`config.mk`:
```
export PLATFORM = sky130hd
export DESIGN_NAME = oam_f5_supervisor
export DESIGN_NICKNAME = d
export VERILOG_FILES = /design/src/rtl/oam_sup_pkg.sv /design/src/rtl/oam_flt_step.sv /design/src/rtl/oam_evt_pend.sv /design/src/rtl/oam_scan_ptr.sv /design/src/rtl/oam_f5_supervisor.sv
export SDC_FILE = /design/constraint.sdc
export NUM_CORES = 1
export LEC_CHECK = 0
export ABC_CLOCK_PERIOD_IN_PS = 4400
export BUFFER_PORTS_ARGS = -buffer_cell sky130_fd_sc_hd__buf_2
export CORE_ASPECT_RATIO = 0.9
export CORE_MARGIN = 8
export CORE_UTILIZATION = 45
export CTS_BUF_LIST = sky130_fd_sc_hd__clkbuf_8
export DETAILED_ROUTE_END_ITERATION = 10
export GPL_TIMING_DRIVEN = 0
export SYNTH_ARGS = -nofsm -noshare
export SYNTH_HDL_FRONTEND = slang
export SYNTH_HIERARCHICAL = 1
export SYNTH_SLANG_ARGS = --single-unit
export TNS_END_PERCENT = 1
```
`constraint.sdc`:
```
create_clock -name clk -period 4.4 [get_ports clk]
set_input_delay 1.32 -clock clk [delete_from_list [all_inputs] [get_ports clk]]
set_output_delay 1.32 -clock clk [all_outputs]
set_load 0.03 [all_outputs]
```
`src/rtl/oam_sup_pkg.sv`:
```
package oam_sup_pkg;

    typedef enum logic [1:0] {
        FS_NORM = 2'd0,
        FS_DEF  = 2'd1,
        FS_FAIL = 2'd2
    } fstate_e;

    // fault slots, also the order of state pairs in the status word
    localparam int N_FLT = 3;
    localparam int F_AIS = 0;
    localparam int F_RDI = 1;
    localparam int F_LOC = 2;

    localparam int STAT_W  = 16;
    localparam int IND_W   = 4;
    localparam int IND_LSB = 8;

endpackage

```
`src/rtl/oam_flt_step.sv`:
```
module oam_flt_step
    import oam_sup_pkg::*;
#(
    parameter int FAIL_TICKS  = 3,
    parameter int CLEAR_TICKS = 4,
    parameter int CNT_W       = 3
) (
    input  fstate_e          cur_st,
    input  logic [CNT_W-1:0] cur_pc,
    input  logic [CNT_W-1:0] cur_qc,
    input  logic             hit,
    output fstate_e          nxt_st,
    output logic [CNT_W-1:0] nxt_pc,
    output logic [CNT_W-1:0] nxt_qc,
    output logic             to_fail,
    output logic             to_norm
);

    localparam logic [CNT_W:0] FAIL_LIM = (CNT_W+1)'(FAIL_TICKS);
    localparam logic [CNT_W:0] CLR_LIM  = (CNT_W+1)'(CLEAR_TICKS);

    logic [CNT_W:0] quiet_d;
    logic [CNT_W:0] persist_d;

    always_comb begin
        nxt_st    = cur_st;
        nxt_pc    = cur_pc;
        nxt_qc    = cur_qc;
        to_fail   = 1'b0;
        to_norm   = 1'b0;
        quiet_d   = hit ? '0 : ({1'b0, cur_qc} + 1'b1);
        persist_d = {1'b0, cur_pc} + 1'b1;
        unique case (cur_st)
            FS_NORM: begin
                nxt_pc = '0;
                nxt_qc = '0;
                if (hit) nxt_st = FS_DEF;
            end
            FS_DEF: begin
                if (quiet_d >= CLR_LIM) begin
                    nxt_st = FS_NORM;
                    nxt_pc = '0;
                    nxt_qc = '0;
                end else if (persist_d >= FAIL_LIM) begin
                    nxt_st  = FS_FAIL;
                    nxt_pc  = '0;
                    nxt_qc  = '0;
                    to_fail = 1'b1;
                end else begin
                    nxt_pc = persist_d[CNT_W-1:0];
                    nxt_qc = quiet_d[CNT_W-1:0];
                end
            end
            FS_FAIL: begin
                if (quiet_d >= CLR_LIM) begin
                    nxt_st  = FS_NORM;
                    nxt_pc  = '0;
                    nxt_qc  = '0;
                    to_norm = 1'b1;
                end else begin
                    nxt_qc = quiet_d[CNT_W-1:0];
                end
            end
            default: begin
                nxt_st = FS_NORM;
                nxt_pc = '0;
                nxt_qc = '0;
            end
        endcase
    end

endmodule

```
`src/rtl/oam_evt_pend.sv`:
```
module oam_evt_pend #(
    parameter int N_CONN = 16,
    parameter int IDX_W  = 4
) (
    input  logic              clk,
    input  logic              rst_n,
    input  logic              set_vld,
    input  logic [IDX_W-1:0]  set_idx,
    input  logic              clr_vld,
    input  logic [IDX_W-1:0]  clr_idx,
    output logic [N_CONN-1:0] pend
);

    logic [N_CONN-1:0] pend_d, pend_q;

    always_comb begin
        for (int i = 0; i < N_CONN; i++) begin
            pend_d[i] = pend_q[i];
            if (clr_vld && clr_idx == IDX_W'(i)) pend_d[i] = 1'b0;
            if (set_vld && set_idx == IDX_W'(i)) pend_d[i] = 1'b1;
        end
    end

    always_ff @(posedge clk or negedge rst_n) begin
        if (!rst_n) pend_q <= '0;
        else        pend_q <= pend_d;
    end

    assign pend = pend_q;

    for (genvar i = 0; i < N_CONN; i++) begin : g_chk

        set_kept_chk: assert property (@(posedge clk) disable iff (!rst_n)
            (set_vld && set_idx == IDX_W'(i)) |=> pend_q[i]);

        clr_taken_chk: assert property (@(posedge clk) disable iff (!rst_n)
            (clr_vld && clr_idx == IDX_W'(i) && !(set_vld && set_idx == IDX_W'(i)))
            |=> !pend_q[i]);
    end

endmodule

```
`src/rtl/oam_scan_ptr.sv`:
```
module oam_scan_ptr #(
    parameter int N_CONN = 16,
    parameter int IDX_W  = 4
) (
    input  logic             clk,
    input  logic             rst_n,
    input  logic             step,
    output logic [IDX_W-1:0] ptr
);

    localparam logic [IDX_W-1:0] LAST = IDX_W'(N_CONN - 1);

    logic [IDX_W-1:0] ptr_d, ptr_q;

    always_comb begin
        ptr_d = ptr_q;
        if (step) ptr_d = (ptr_q == LAST) ? '0 : ptr_q + 1'b1;
    end

    always_ff @(posedge clk or negedge rst_n) begin
        if (!rst_n) ptr_q <= '0;
        else        ptr_q <= ptr_d;
    end

    assign ptr = ptr_q;


    ptr_wrap_chk: assert property (@(posedge clk) disable iff (!rst_n)
        step |=> ptr_q == (($past(ptr_q) == LAST) ? '0 : $past(ptr_q) + 1'b1));

    ptr_hold_chk: assert property (@(posedge clk) disable iff (!rst_n)
        !step |=> $stable(ptr_q));

endmodule

```
`src/rtl/oam_f5_supervisor.sv`:
```
module oam_f5_supervisor
    import oam_sup_pkg::*;
#(
    parameter int N_CONN      = 16,
    parameter int FAIL_TICKS  = 3,
    parameter int CLEAR_TICKS = 4,
    parameter int LOC_TICKS   = 5,
    parameter int IDX_W       = $clog2(N_CONN)
) (
    input  logic              clk,
    input  logic              rst_n,
    input  logic              scan_en,
    input  logic              ais_cell_vld,
    input  logic [IDX_W-1:0]  ais_cell_conn,
    input  logic              rdi_cell_vld,
    input  logic [IDX_W-1:0]  rdi_cell_conn,
    input  logic              cc_cell_vld,
    input  logic [IDX_W-1:0]  cc_cell_conn,
    input  logic              phy_err,
    input  logic              rd_en,
    input  logic [IDX_W-1:0]  rd_conn,
    output logic              rd_vld,
    output logic [STAT_W-1:0] rd_data,
    output logic              fwd_ais_req,
    output logic [IDX_W-1:0]  fwd_ais_conn,
    output logic              bwd_rdi_req,
    output logic [IDX_W-1:0]  bwd_rdi_conn
);

    localparam int MAX_A = (FAIL_TICKS > CLEAR_TICKS) ? FAIL_TICKS : CLEAR_TICKS;
    localparam int MAX_T = (MAX_A > LOC_TICKS) ? MAX_A : LOC_TICKS;
    localparam int CNT_W = $clog2(MAX_T + 1);

    typedef logic [CNT_W-1:0] cnt_t;

    typedef struct packed {
        fstate_e st;
        cnt_t    pc;
        cnt_t    qc;
    } fault_t;

    typedef struct packed {
        fault_t [N_FLT-1:0] flt;
        cnt_t               lw;
        logic [IND_W-1:0]   ind;
    } conn_t;

    typedef struct packed {
        conn_t [N_CONN-1:0] conn;
        logic               rd_vld;
        logic [STAT_W-1:0]  rd_data;
        logic               fwd_req;
        logic               bwd_req;
        logic [IDX_W-1:0]   req_conn;
    } sup_t;

    localparam cnt_t LOC_LIM = cnt_t'(LOC_TICKS);

    sup_t s_d, s_q;

    function automatic logic [STAT_W-1:0] status_of(conn_t c);
        logic [STAT_W-1:0] w;
        w = '0;
        for (int f = 0; f < N_FLT; f++) begin
            w[2*f]   = (c.flt[f].st == FS_DEF);
            w[2*f+1] = (c.flt[f].st == FS_FAIL);
        end
        w[IND_LSB +: IND_W] = c.ind;
        return w;
    endfunction

    // scan index
    logic [IDX_W-1:0] ptr;

    oam_scan_ptr #(.N_CONN(N_CONN), .IDX_W(IDX_W)) u_scan (
        .clk   (clk),
        .rst_n (rst_n),
        .step  (scan_en),
        .ptr   (ptr)
    );

    // pending event flags, one bank per fault slot
    logic             evt_vld [N_FLT];
    logic [IDX_W-1:0] evt_idx [N_FLT];
    logic [N_CONN-1:0] pend_vec [N_FLT];

    assign evt_vld[F_AIS] = ais_cell_vld;
    assign evt_idx[F_AIS] = ais_cell_conn;
    assign evt_vld[F_RDI] = rdi_cell_vld;
    assign evt_idx[F_RDI] = rdi_cell_conn;
    assign evt_vld[F_LOC] = cc_cell_vld;
    assign evt_idx[F_LOC] = cc_cell_conn;

    for (genvar f = 0; f < N_FLT; f++) begin : g_pend
        oam_evt_pend #(.N_CONN(N_CONN), .IDX_W(IDX_W)) u_pend (
            .clk     (clk),
            .rst_n   (rst_n),
            .set_vld (evt_vld[f]),
            .set_idx (evt_idx[f]),
            .clr_vld (scan_en),
            .clr_idx (ptr),
            .pend    (pend_vec[f])
        );
    end

    // visited record, fault evidence and LOC window
    conn_t            cur_c;
    cnt_t             lw_n;
    logic [N_FLT-1:0] hit;

    always_comb begin
        cur_c = s_q.conn[ptr];
        if (pend_vec[F_LOC][ptr])   lw_n = '0;
        else if (cur_c.lw == LOC_LIM) lw_n = cur_c.lw;
        else                        lw_n = cur_c.lw + 1'b1;
        hit[F_AIS] = pend_vec[F_AIS][ptr];
        hit[F_RDI] = pend_vec[F_RDI][ptr];
        hit[F_LOC] = (lw_n == LOC_LIM);
    end

    // one state step per fault slot
    fstate_e          nxt_st [N_FLT];
    cnt_t             nxt_pc [N_FLT];
    cnt_t             nxt_qc [N_FLT];
    logic [N_FLT-1:0] flt_tf, flt_tn;

    for (genvar f = 0; f < N_FLT; f++) begin : g_flt
        oam_flt_step #(
            .FAIL_TICKS  (FAIL_TICKS),
            .CLEAR_TICKS (CLEAR_TICKS),
            .CNT_W       (CNT_W)
        ) u_step (
            .cur_st  (cur_c.flt[f].st),
            .cur_pc  (cur_c.flt[f].pc),
            .cur_qc  (cur_c.flt[f].qc),
            .hit     (hit[f]),
            .nxt_st  (nxt_st[f]),
            .nxt_pc  (nxt_pc[f]),
            .nxt_qc  (nxt_qc[f]),
            .to_fail (flt_tf[f]),
            .to_norm (flt_tn[f])
        );
    end

    // LOC transitions have no indication field
    logic unused_loc_ind;
    assign unused_loc_ind = flt_tf[F_LOC] | flt_tn[F_LOC];

    logic [IND_W-1:0] new_ind;
    assign new_ind = {flt_tn[F_RDI], flt_tf[F_RDI], flt_tn[F_AIS], flt_tf[F_AIS]};

    always_comb begin
        s_d = s_q;
        s_d.rd_vld  = rd_en;
        s_d.rd_data = rd_en ? status_of(s_q.conn[rd_conn]) : '0;
        s_d.fwd_req = 1'b0;
        s_d.bwd_req = 1'b0;
        if (rd_en) s_d.conn[rd_conn].ind = '0;
        if (scan_en) begin
            for (int f = 0; f < N_FLT; f++) begin
                s_d.conn[ptr].flt[f].st = nxt_st[f];
                s_d.conn[ptr].flt[f].pc = nxt_pc[f];
                s_d.conn[ptr].flt[f].qc = nxt_qc[f];
            end
            s_d.conn[ptr].lw  = lw_n;
            s_d.conn[ptr].ind = s_d.conn[ptr].ind | new_ind;
            s_d.fwd_req  = phy_err;
            s_d.bwd_req  = phy_err || (nxt_st[F_AIS] == FS_FAIL) || (nxt_st[F_LOC] == FS_FAIL);
            s_d.req_conn = ptr;
        end
    end

    always_ff @(posedge clk or negedge rst_n) begin
        if (!rst_n) s_q <= '0;
        else        s_q <= s_d;
    end

    assign rd_vld       = s_q.rd_vld;
    assign rd_data      = s_q.rd_data;
    assign fwd_ais_req  = s_q.fwd_req;
    assign fwd_ais_conn = s_q.req_conn;
    assign bwd_rdi_req  = s_q.bwd_req;
    assign bwd_rdi_conn = s_q.req_conn;


    fwd_needs_visit_chk: assert property (@(posedge clk) disable iff (!rst_n)
        fwd_ais_req |-> $past(scan_en && phy_err));

    fwd_on_phy_chk: assert property (@(posedge clk) disable iff (!rst_n)
        (scan_en && phy_err) |=> (fwd_ais_req && fwd_ais_conn == $past(ptr)));

    bwd_on_phy_chk: assert property (@(posedge clk) disable iff (!rst_n)
        (scan_en && phy_err) |=> (bwd_rdi_req && bwd_rdi_conn == $past(ptr)));

    bwd_needs_visit_chk: assert property (@(posedge clk) disable iff (!rst_n)
        bwd_rdi_req |-> $past(scan_en));

    rd_vld_chk: assert property (@(posedge clk) disable iff (!rst_n)
        rd_en |=> rd_vld);

    zero_bits_chk: assert property (@(posedge clk) disable iff (!rst_n)
        rd_vld |-> (rd_data[7:6] == 2'b00 && rd_data[15:12] == 4'h0));

    for (genvar i = 0; i < N_CONN; i++) begin : g_conn_chk

        ind_sticky_chk: assert property (@(posedge clk) disable iff (!rst_n)
            !(rd_en && rd_conn == IDX_W'(i))
            |=> ((s_q.conn[i].ind & $past(s_q.conn[i].ind)) == $past(s_q.conn[i].ind)));

        rd_clear_chk: assert property (@(posedge clk) disable iff (!rst_n)
            (rd_en && rd_conn == IDX_W'(i) && !(scan_en && ptr == IDX_W'(i)))
            |=> (s_q.conn[i].ind == '0));
        for (genvar f = 0; f < N_FLT; f++) begin : g_flt_chk

            no_skip_chk: assert property (@(posedge clk) disable iff (!rst_n)
                (s_q.conn[i].flt[f].st == FS_FAIL) |-> ($past(s_q.conn[i].flt[f].st) != FS_NORM));
        end
    end

endmodule

```
**Word-level counts from Yosys, hierarchy flattened**

Index checks and enable logic that the tools add are counted.

- Register bits after elaboration: 567
- Latch bits: 0
- Memory bits (writable): 0
- Bits in read-only memories: 0
- Output and inout bits: 27
- Logic and storage cells: 619
- Memories: 0

- $add $sub $neg: 8
- Multiply operators: 0
- Divide/modulo/power cells: 0
- Magnitude comparators: 10
- Eq/ne operators: 76
- Shift-type cells: 0
- Multiplexer cells: 171
- Bitwise logic cells: 1
- Reduce and logical (&&, ||, !) cells: 123

Operator list:

| cell | count |
|---|---|
| bitwise mux 496 bit | 12 |
| demux 31 bit (select 4 bit) | 12 |
| 2-to-1 mux 496 bit | 2 |
| binary-select mux 31 bit (select 4 bit) | 3 |
| equality test 4 bit, second input constant | 32 |
| nonzero test 2 bit | 48 |
| 2-to-1 mux 31 bit | 3 |
| 2-to-1 mux 1 bit | 77 |
| logical AND 1 bit | 66 |
| equality test 4 x 3 -> 1 bit, second input constant | 16 |
| 2-to-1 mux 3 bit | 20 |
| one-hot mux 3 bit (2 select lines) | 6 |
| equality test 4 x 2 -> 1 bit, second input constant | 8 |
| 2-to-1 mux 29 bit | 1 |
| 2-to-1 mux 4 bit | 7 |
| 2-to-1 mux 26 bit | 1 |
| adder 3 x 1 -> 4 bit, second input constant | 6 |
| 2-to-1 mux 2 bit | 12 |
| 2-to-1 mux 23 bit | 1 |
| 2-to-1 mux 21 bit | 1 |
| 2-to-1 mux 18 bit | 1 |
| one-hot mux 2 bit (3 select lines) | 3 |
| equality test 2 bit, second input constant | 8 |
| equality test 4 x 1 -> 1 bit, second input constant | 4 |
| other kinds (19) | 39 |

**Depth between registers and ports, before layout**

Gate-level depths: netlist of the first run.

- Word-level depth: 22
- Depth in mapped cells: 19
- Mapped depth without buffers: 15

**Hierarchy**

Netlist of the first run, hierarchy kept.

By module, submodules not included:

| module | times used | cells each | area an instance (µm²) |
|---|---|---|---|
| oam_f5_supervisor | 1 | 2,251 | 25,201.7 |
| oam_evt_pend | 3 | 67 | 684.4 |
| oam_flt_step | 3 | 44 | 334.1 |
| oam_scan_ptr | 1 | 17 | 180.2 |

**Least setup slack after synthesis of the first run**

OpenSTA, ideal clock, no wires.

- Kind: register to register
- From: register u_scan.ptr_q[0], in the netlist u_scan/ptr[0]
- To: register s_q[202] in the netlist's numbering
- Library setup time: 0.065 ns
- Data arrival time: 4.509 ns
- Setup slack: -0.174 ns
- Stages on the path, launching flop included: 18
- Path buffers: 2
- Cells stage by stage: dfrtp_1 buf_2 mux4_2 a22o_1 a221oi_2 inv_1 ha_1 nor4bb_1 a221oi_2 o21ai_1 a211oi_1 o21bai_1 a31oi_2 nand2b_4 nor4b_2 clkbuf_1 nand2_1 nand2_1

RTL lines:

| element | RTL line | source |
|---|---|---|
| start: declaration | oam_scan_ptr.sv:13 | `logic [IDX_W-1:0] ptr_d, ptr_q;` |
| start signal: assignment | oam_scan_ptr.sv:22 | `else ptr_q <= ptr_d;` |
| end signal: assignment | oam_f5_supervisor.sv:174 | `if (!rst_n) s_q <= '0;` |
| end signal: assignment | oam_f5_supervisor.sv:175 | `else s_q <= s_d;` |
| end: declaration | oam_f5_supervisor.sv:59 | `sup_t s_d, s_q;` |

==> impl_metrics.tcl, run 1 <==
set metrics [dict create \
    finalWirelength_um 100000 \
    power_leakage_nw 15.6 \
    remaining_drc_errors 0 \
    p_per_area_nw_per_um2 644 \
    routed_via_density 6.08 \
    layout_commonest_cell "nand2_1" \
    layout_common_cells "nand2_1, dfrtp_1, mux4_2" \
    nets 2835 \
    tightest_slew_ps 1370 \
    clk_pin_slew_worst_paths_ps 60 \
    grt_pass1_vias 22400 \
    required_ps 4960 \
    drv_cap 0 \
    fin_skew_ps 55.6 \
    grt_max_degree 98 \
    clockRootBuffer "clkbuf_8" \
    drive_gt1_frac 0.274 \
    hp-class "flip-flop to flip-flop" \
    cts.htree.levels 3 \
    initial_utilization 0.454 \
    cpPeakStageDelay_ps 600 \
    grt_overflow 0 \
    drt_iter0_markers 2893 \
    final_max_slew_viol_count 0 \
    fin_crit_sh 0.995 \
    dpl.hpwl_um 69200 \
    dieArea_um2 71500 \
    path_cells "buf_4 > buf_4 > buf_4 > clkbuf_4 > mux4_2 > mux4_2 > o21bai_1 > a31oi_4 > nor2_2 > inv_1 > o311ai_0 > a211oi_2 > buf_4 > buf_4 > a31oi_1" \
    worstSetupPathType "flip-flop to flip-flop" \
    vias 22600 \
    timing.slew.headroom 0.0862 \
    grt_usage 0.281 \
    ios 51 \
    dp_slack_ps -2260 \
    cp_max_fo 10 \
    peakVddDrop_mv 0.360 \
    design.core.area_um2 62600 \
    antenna_found_initial 4 \
    setup_ws_ps 22.2 \
    rows 87 \
    startpoint_type "flip-flop" \
    post-route-min-period_ps 4380 \
    final-setup-viol-count 0 \
    port_buffers 42 \
    clock_sinks 565 \
    setup_tns_ps 0 \
    grt_first_pass_wirelength_um 149000 \
    place_inst 3496 \
    drtAntennaViolNets 0 \
    clkLatencyLatePin_ps 730 \
    clock.fmax_mhz 228 \
    clockBufferDepth 3 \
    timing_hold_violations_final 0 \
    cpMostUsedCell "buf_4" \
    fp.dieH_um 254 \
    synth_cells 2598 \
    drt-pass1-iter-count 7 \
    areaGrowthSynthToFinish_pct 15.6 \
    syn-cell-area_um2 28400 \
    rsz0062_at_grt "true" \
    die_w_um 281 \
    yosys_warnings 6 \
    cts_tree "yes" \
    cp.arrival_ps 4940 \
    cpMaxStageDelayCell "mux4_2" \
    final_cells 3708 \
    outcome "completed" \
    worstSetupEndpointType "flip-flop" \
    gp_congestion 0.980 \
    hold_buffers 0 \
    syn_avg_cell_area_um2 10.9 \
    wire_per_inst_um 27.0 \
    fillers 5503 \
    cts_buffers 98 \
]
-- cell type report --
cell class | count | area [µm²] | share of cell area
Buffer | 203 | 1250 | 0.0382
Inverter | 26 | 97.6 | 0.00297
Clock buffer | 127 | 1750 | 0.0532
Sequential cell | 565 | 14200 | 0.431
Antenna cell | 1 | 2.50 | 0.0000762
Multi-Input combinational cell | 1805 | 13500 | 0.413
Clock inverter | 48 | 265 | 0.00808
Timing Repair Buffer | 88 | 718 | 0.0219
Tap cell | 845 | 1060 | 0.0322
-- through the flow --
step                hold WS [ps]  utilization  cell area (µm²)  total power, mW
global route                 488        0.525            32800             22.1
global placement             453        0.475            29700             14.8
finish                       473        0.525            32800             21.2
detailed placement           458        0.478            29900             15.0
floorplan                    440            -            28400             12.3
CTS                          473        0.520            32600             20.7
-- power by group --
group / internal, mW / switching [mW] / total, mW
clock: 2.69 / 2.27 / 4.96
combinational: 3.56 / 5.35 / 8.91
sequential: 6.48 / 0.803 / 7.29
-- what timing repair did --
action,4_1_cts,5_1_grt
resized for setup,140,71
setup buffers,25,14
pin swaps,17,14
cloned,1,0
setup endpoints to repair,401,264
-- state kept, by name (all words and copies together) (netlist names) --
name	flops
g_pend.u_pend/pend	48
s_q	496
bwd_rdi_conn	4
bwd_rdi_req	1
fwd_ais_req	1
u_scan/ptr	4
rd_vld	1
rd_data	10
-- routing by layer --
layer  vias to the layer above  wire [µm]  share of wire  track usage
met1                     11600      41500           0.41        0.396
met3                       248      11000           0.11       0.0795
met2                      1258      43800           0.44        0.414
met4                         4       3680          0.037        0.102
li1                       9432          -              -            -
met5                         -         27        0.00027            0
-- final timing paths --
path                          startpoint       end  slack, ps  depth (start not counted)
min in group asynchronous          rst_n  s_q[431]        520                          1
min                             s_q[162]  s_q[162]        470                          2
max in group asynchronous          rst_n  s_q[143]       2150                          4
min reg2reg                     s_q[162]  s_q[162]        470                          2
max                        u_scan/ptr[1]   s_q[56]         20                         15
max reg2reg                u_scan/ptr[1]   s_q[56]         20                         15
-- worst max-delay path: cells and delay by family, from the launching register on --
family,cells,cell delay (ps)
mux,2,940
buf+inv,7,1610
compound gates,5,1080
simple gates,1,130
flops,1,450
No activity file was read; power rests on OpenSTA's default activity.
==> run 2, diff against run 1 <==
--- a/config.mk
+++ b/config.mk
@@ -5,7 +5,7 @@
 export SDC_FILE = /design/constraint.sdc
 export NUM_CORES = 1
 export LEC_CHECK = 0
-export ABC_CLOCK_PERIOD_IN_PS = 4400
+export ABC_CLOCK_PERIOD_IN_PS = 4700
 export BUFFER_PORTS_ARGS = -buffer_cell sky130_fd_sc_hd__buf_2
 export CORE_ASPECT_RATIO = 0.9
 export CORE_MARGIN = 8
==> constraint.sdc (replaced) <==
create_clock -name clk -period 4.7 [get_ports clk]
set_input_delay 1.41 -clock clk [delete_from_list [all_inputs] [get_ports clk]]
set_output_delay 1.41 -clock clk [all_outputs]
set_load 0.03 [all_outputs]
==> run 2 against run 1 <==
Compared with the run above: the flow now finishes with violations (capacitance limit, slew limit); global-route usage down 0.65 points; clock skew up 2.6 ps; final area down 0.92%; sequential cell count unchanged; routed wire length down 1.7%; critical path type unchanged; largest cell class unchanged; largest power group unchanged; highest routed layer unchanged.
==> impl_metrics.tcl, run 2 (synthesized netlist as in run 1, its figures left out) <==
set metrics [dict create \
    required_ps 5350 \
    cts_tree "yes" \
    design.core.area_um2 62600 \
    layout_commonest_cell "nand2_1" \
    antenna_found_initial 10 \
    hp-class "flip-flop to flip-flop" \
    violations "capacitance limit, slew limit" \
    pwr-share-comb 0.413 \
    cp.arrival_ps 5270 \
    final-setup-viol-count 0 \
    largest_reg_flops 496 \
    nets 2811 \
    design_area_um2 32500 \
    drive_gt1_frac 0.263 \
    report.power.total_mw 19.5 \
    drt-pass1-iter-count 6 \
    post-route-min-period_ps 4620 \
    timing.slew.headroom -0.00233 \
    internal_power_mw 11.7 \
    swShare 0.398 \
    die_w_um 281 \
    cts.htree.levels 3 \
    remaining_drc_errors 0 \
    tightest_slew_ps 1500 \
    final_max_slew_viol_count 1 \
    dieArea_um2 71500 \
    grt_first_pass_wirelength_um 144000 \
    gp_congestion 0.965 \
    fp.dieH_um 254 \
    areaGrowthSynthToFinish_pct 14.5 \
    place_inst 3495 \
    final_cells 3678 \
    clockRootBuffer "clkbuf_8" \
    setup_ws_ps 80.7 \
    peakVddDrop_mv 0.370 \
    worstSetupPathType "flip-flop to flip-flop" \
    clock_sinks 565 \
    clk_pin_slew_worst_paths_ps 60 \
    grt_pass1_vias 21900 \
    routed_via_density 6.02 \
    cp_max_fo 31 \
    grt_overflow 0 \
    timing_hold_violations_final 0 \
    rows 87 \
    grt_usage 0.275 \
    finalWirelength_um 98300 \
    outcome "finished, violations left" \
    drtAntennaViolNets 0 \
    wire_per_inst_um 26.7 \
    worstSetupEndpointType "flip-flop" \
    top_register "s_q" \
    fin_crit_sh 0.983 \
    fillers 5569 \
    vias 22100 \
    clockBufferDepth 3 \
    drv_cap 2 \
    drt_iter0_markers 2566 \
    startpoint_type "flip-flop" \
    layout_common_cells "nand2_1, dfrtp_1, mux4_2" \
    grt_max_degree 124 \
    clock.fmax_mhz 216 \
    cts_buffers 96 \
    port_buffers 42 \
    p_per_area_nw_per_um2 599 \
    pwr-share-clk 0.235 \
    fin_skew_ps 58.3 \
    dpl.hpwl_um 68500 \
    ios 51 \
    power_leakage_nw 15.4 \
    p_seq_frac 0.352 \
    rsz0062_at_grt "true" \
    post-route-util 0.520 \
    total_switching_power_mw 7.75 \
    dp_slack_ps -2090 \
    clkLatencyLatePin_ps 730 \
    initial_utilization 0.454 \
    post_dp_cell_area_um2 29900 \
]
[run 2: cell types whose count changed in the layout (fill, tap and decap cells not counted), sizes merged]
cell / delta
inv: -2
clkinvlp: -1
bufinv: +1
clkinv: -4
clkdlybuf4s15: +1
diode: +2
clkbuf: +3
buf: -30
[run 2: power groups by stage]
stage	sequential (mW)	combinational, mW	clock [mW]
global route	6.98	8.51	4.83
detailed placement	6.88	7.21	0
floorplan	6.60	4.88	0
CTS	6.83	7.69	4.63
global placement	6.81	7.02	0
finish	6.85	8.06	4.58
[run 2: metrics by stage]
stage | TNS (ps) | hold WS [ps]
after CTS | -139 | 436
after global placement | -5789870 | 452
after detailed placement | -586110 | 458
after global routing | -306 | 448
final | 0 | 464
after floorplan | 0 | 440
[run 2: critical path, stage by stage (launching register included)]
cell and delay (ps):
dfrtp_4 670, buf_6 230, buf_4 260, buf_6 270
clkbuf_8 280, mux4_2 330, mux4_2 560, ha_1 280
o21bai_1 250, a31oi_4 100, nand2b_4 240, nor4_4 540
clkbuf_8 310, nand2_1 80, nand2_1 110
[run 2: worst paths after layout]
kind                               start        to  slack, ps  cells past startpoint
max                        u_scan/ptr[1]  s_q[503]         80                     14
min                             s_q[219]  s_q[219]        460                      2
max reg2reg                u_scan/ptr[1]  s_q[503]         80                     14
min reg2reg                     s_q[219]  s_q[219]        460                      2
max in group asynchronous          rst_n   s_q[32]       2360                      4
min in group asynchronous          rst_n  s_q[494]        490                      1
[run 2: per-layer routing]
layer  vias up  GRT usage  part of all wire
met5         -    0.00944            0.0016
met4        12     0.0976             0.037
met3       216      0.100              0.12
met2      1123      0.399              0.43
met1     11400      0.377              0.41
li1       9377          -                 -
[run 2: timing repair]
| item | in CTS | in global routing |
|---|---|---|
| pin swaps | 9 | 6 |
| setup buffers | 12 | 6 |
| hold buffers | 0 | 0 |
| endpoints found under the setup margin | 401 | 280 |
| gates resized for setup | 132 | 42 |
[run 2: area by class of cell]
type | instances | area [µm²] | area share
antenna | 3 | 7.51 | 0.000231
buffer | 204 | 1280 | 0.0393
clock buffer | 123 | 1690 | 0.0520
clock inverter | 42 | 268 | 0.00823
inverter | 26 | 97.6 | 0.00300
multi-input combinational | 1805 | 13500 | 0.414
sequential | 565 | 14100 | 0.435
tap | 845 | 1060 | 0.0325
timing repair buffer | 65 | 505 | 0.0155
==> run 3, diff against run 2 <==
--- a/config.mk
+++ b/config.mk
@@ -5,7 +5,8 @@
 export SDC_FILE = /design/constraint.sdc
 export NUM_CORES = 1
 export LEC_CHECK = 0
-export ABC_CLOCK_PERIOD_IN_PS = 4700
+export ABC_AREA = 1
+export ABC_CLOCK_PERIOD_IN_PS = 3710
 export BUFFER_PORTS_ARGS = -buffer_cell sky130_fd_sc_hd__buf_2
 export CORE_ASPECT_RATIO = 0.9
 export CORE_MARGIN = 8
==> constraint.sdc (replaced) <==
create_clock -name clk -period 3.71 [get_ports clk]
set_input_delay 1.113 -clock clk [delete_from_list [all_inputs] [get_ports clk]]
set_output_delay 1.113 -clock clk [all_outputs]
set_load 0.03 [all_outputs]
==> run 3 against run 2 <==
Compared with the run above: the run ends with setup timing left; highest routed layer unchanged; sequential power is 22% higher; core utilization rose by 1.1 points; combinational power grew 16%; final area is 0.27% higher.
==> impl_metrics.tcl, run 3 <==
set metrics [dict create \
    antenna_found_initial 4 \
    design.core.area_um2 61400 \
    areaGrowthSynthToFinish_pct 16.5 \
    post-route-min-period_ps 3730 \
    startpoint_type "flip-flop" \
    timing_hold_violations_final 0 \
    grt_max_degree 120 \
    clockRootBuffer "clkbuf_8" \
    layout_commonest_cell "nand2_1" \
    clockBufferDepth 3 \
    outcome "finished, violations left" \
    pwr-share-clk 0.267 \
    routed_via_density 5.81 \
    cts_tree "yes" \
    critPathTopFamily "buffers and inverters" \
    grt_first_pass_wirelength_um 164000 \
    fp.dieH_um 253 \
    clock.fmax_mhz 268 \
    cp.arrival_ps 4360 \
    setup_ws_ps -21.7 \
    clock_sinks 565 \
    post-route-util 0.531 \
    drtAntennaViolNets 0 \
    final-setup-viol-count 8 \
    final_max_slew_viol_count 0 \
    multiInputGateArea_um2 12100 \
    timing.slew.headroom 0.125 \
    p_per_area_nw_per_um2 739 \
    fin_skew_ps 31.7 \
    gp_congestion 0.968 \
    dp_slack_ps -2170 \
    rows 86 \
    hold_buffers 0 \
    worstSetupEndpointType "flip-flop" \
    largest_reg_flops 496 \
    pwr-share-comb 0.387 \
    report.power.total_mw 24.1 \
    finalWirelength_um 111000 \
    cp_max_fo 10 \
    tightest_slew_ps 1310 \
    fin_crit_sh 1.01 \
    yosys_warnings 6 \
    cts_buffers 97 \
    top_register "s_q" \
    cpMostUsedCell "buf_6" \
    wire_per_inst_um 24.0 \
    syn-cell-area_um2 28000 \
    violations "setup timing" \
    internal_power_mw 13.9 \
    port_buffers 40 \
    ios 51 \
    drt-pass1-iter-count 6 \
    drive_gt1_frac 0.135 \
    cpMaxStageDelayCell "dfrtp_4" \
    dieArea_um2 70500 \
    grt_overflow 0 \
    path_cells "buf_6 > nor2_2 > buf_6 > buf_8 > inv_4 > buf_4 > o221ai_1 > nand2_1 > nand4_1 > buf_4 > ha_1 > nand3_2 > nand2_2 > nand2_1 > a21oi_4 > clkinvlp_4 > buf_6 > o21ai_0" \
    total_switching_power_mw 10.2 \
    clk_pin_slew_worst_paths_ps 60 \
    synth_cells 3525 \
    die_w_um 279 \
    cts.htree.levels 3 \
    syn_avg_cell_area_um2 7.95 \
    remaining_drc_errors 0 \
    grt_pass1_vias 25400 \
    power_leakage_nw 16.0 \
    rsz0062_at_grt "true" \
    layout_common_cells "nand2_1, dfrtp_1, o21ai_0" \
    drt_iter0_markers 3526 \
    grt_usage 0.310 \
    nets 3761 \
    regArea_um2 14200 \
    clkLatencyLatePin_ps 730 \
    cpPeakStageDelay_ps 520 \
    fillers 5972 \
    dpl.hpwl_um 77300 \
    worstSetupPathType "flip-flop to flip-flop" \
    vias 26900 \
    p_seq_frac 0.346 \
    swShare 0.425 \
    critPathBufInv 8 \
    hp-class "primary input to async pin" \
    peakVddDrop_mv 0.435 \
    required_ps 4340 \
    initial_utilization 0.456 \
    drv_cap 0 \
]
==> run 3: what timing repair did <==
action,CTS,global route
endpoints found under the setup margin,434,293
cloned,1,0
buffers inserted,27,14
gates resized for setup,192,122
pin swaps,14,10
==> run 3: final timing paths <==
path | slack, ps | to | cells past startpoint | start
worst min register to register | 470 | g_pend[1].u_pend/pend[13] | 2 | g_pend[1].u_pend/pend[13]
min in group clk | 470 | g_pend[1].u_pend/pend[13] | 2 | g_pend[1].u_pend/pend[13]
worst min-delay path | 370 | s_q[499] | 1 | rst_n
worst max-delay path | -20 | s_q[501] | 18 | u_scan/ptr[0]
worst max register to register | -20 | s_q[501] | 18 | u_scan/ptr[0]
max in group asynchronous | 1740 | s_q[367] | 3 | rst_n
==> run 3: routing by layer <==
layer / part of all wire / wire (µm) / GRT usage / up-vias
met3: 0.11 / 12600 / 0.0853 / 218
met1: 0.43 / 47800 / 0.439 / 13200
met5: 0.00012 / 13 / 0 / -
met4: 0.036 / 4030 / 0.110 / 2
met2: 0.42 / 46900 / 0.452 / 1484
li1: - / - / - / 12000
==> run 3: layout make-up <==
cell class,count,share of cell area
antenna,2,0.000153
clock buffer,135,0.0569
inverter,234,0.0273
multi-input combinational,2475,0.369
tap,836,0.0321
clock inverter,46,0.0110
timing repair buffer,87,0.0209
buffer,253,0.0484
sequential,565,0.434
==> run 3: power groups by stage <==
stage	sequential, mW	combinational [mW]	clock [mW]
after floorplan	8.14	4.80	0
after global placement	8.41	7.79	0
after detailed placement	8.41	7.86	0
after CTS	8.32	8.71	6.46
after global routing	8.46	9.98	6.74
final	8.34	9.34	6.43
==> run 3: stage by stage <==
stage,cell area (µm²),setup TNS [ps],instances,hold slack [ps]
after floorplan,28000,0,3530,442
after global placement,29300,-6596940,4406,458
after detailed placement,29400,-655490,4411,459
after CTS,32400,-3.96,4619,361
after global routing,32600,-3110,4631,393
final,32600,-70.8,4633,374
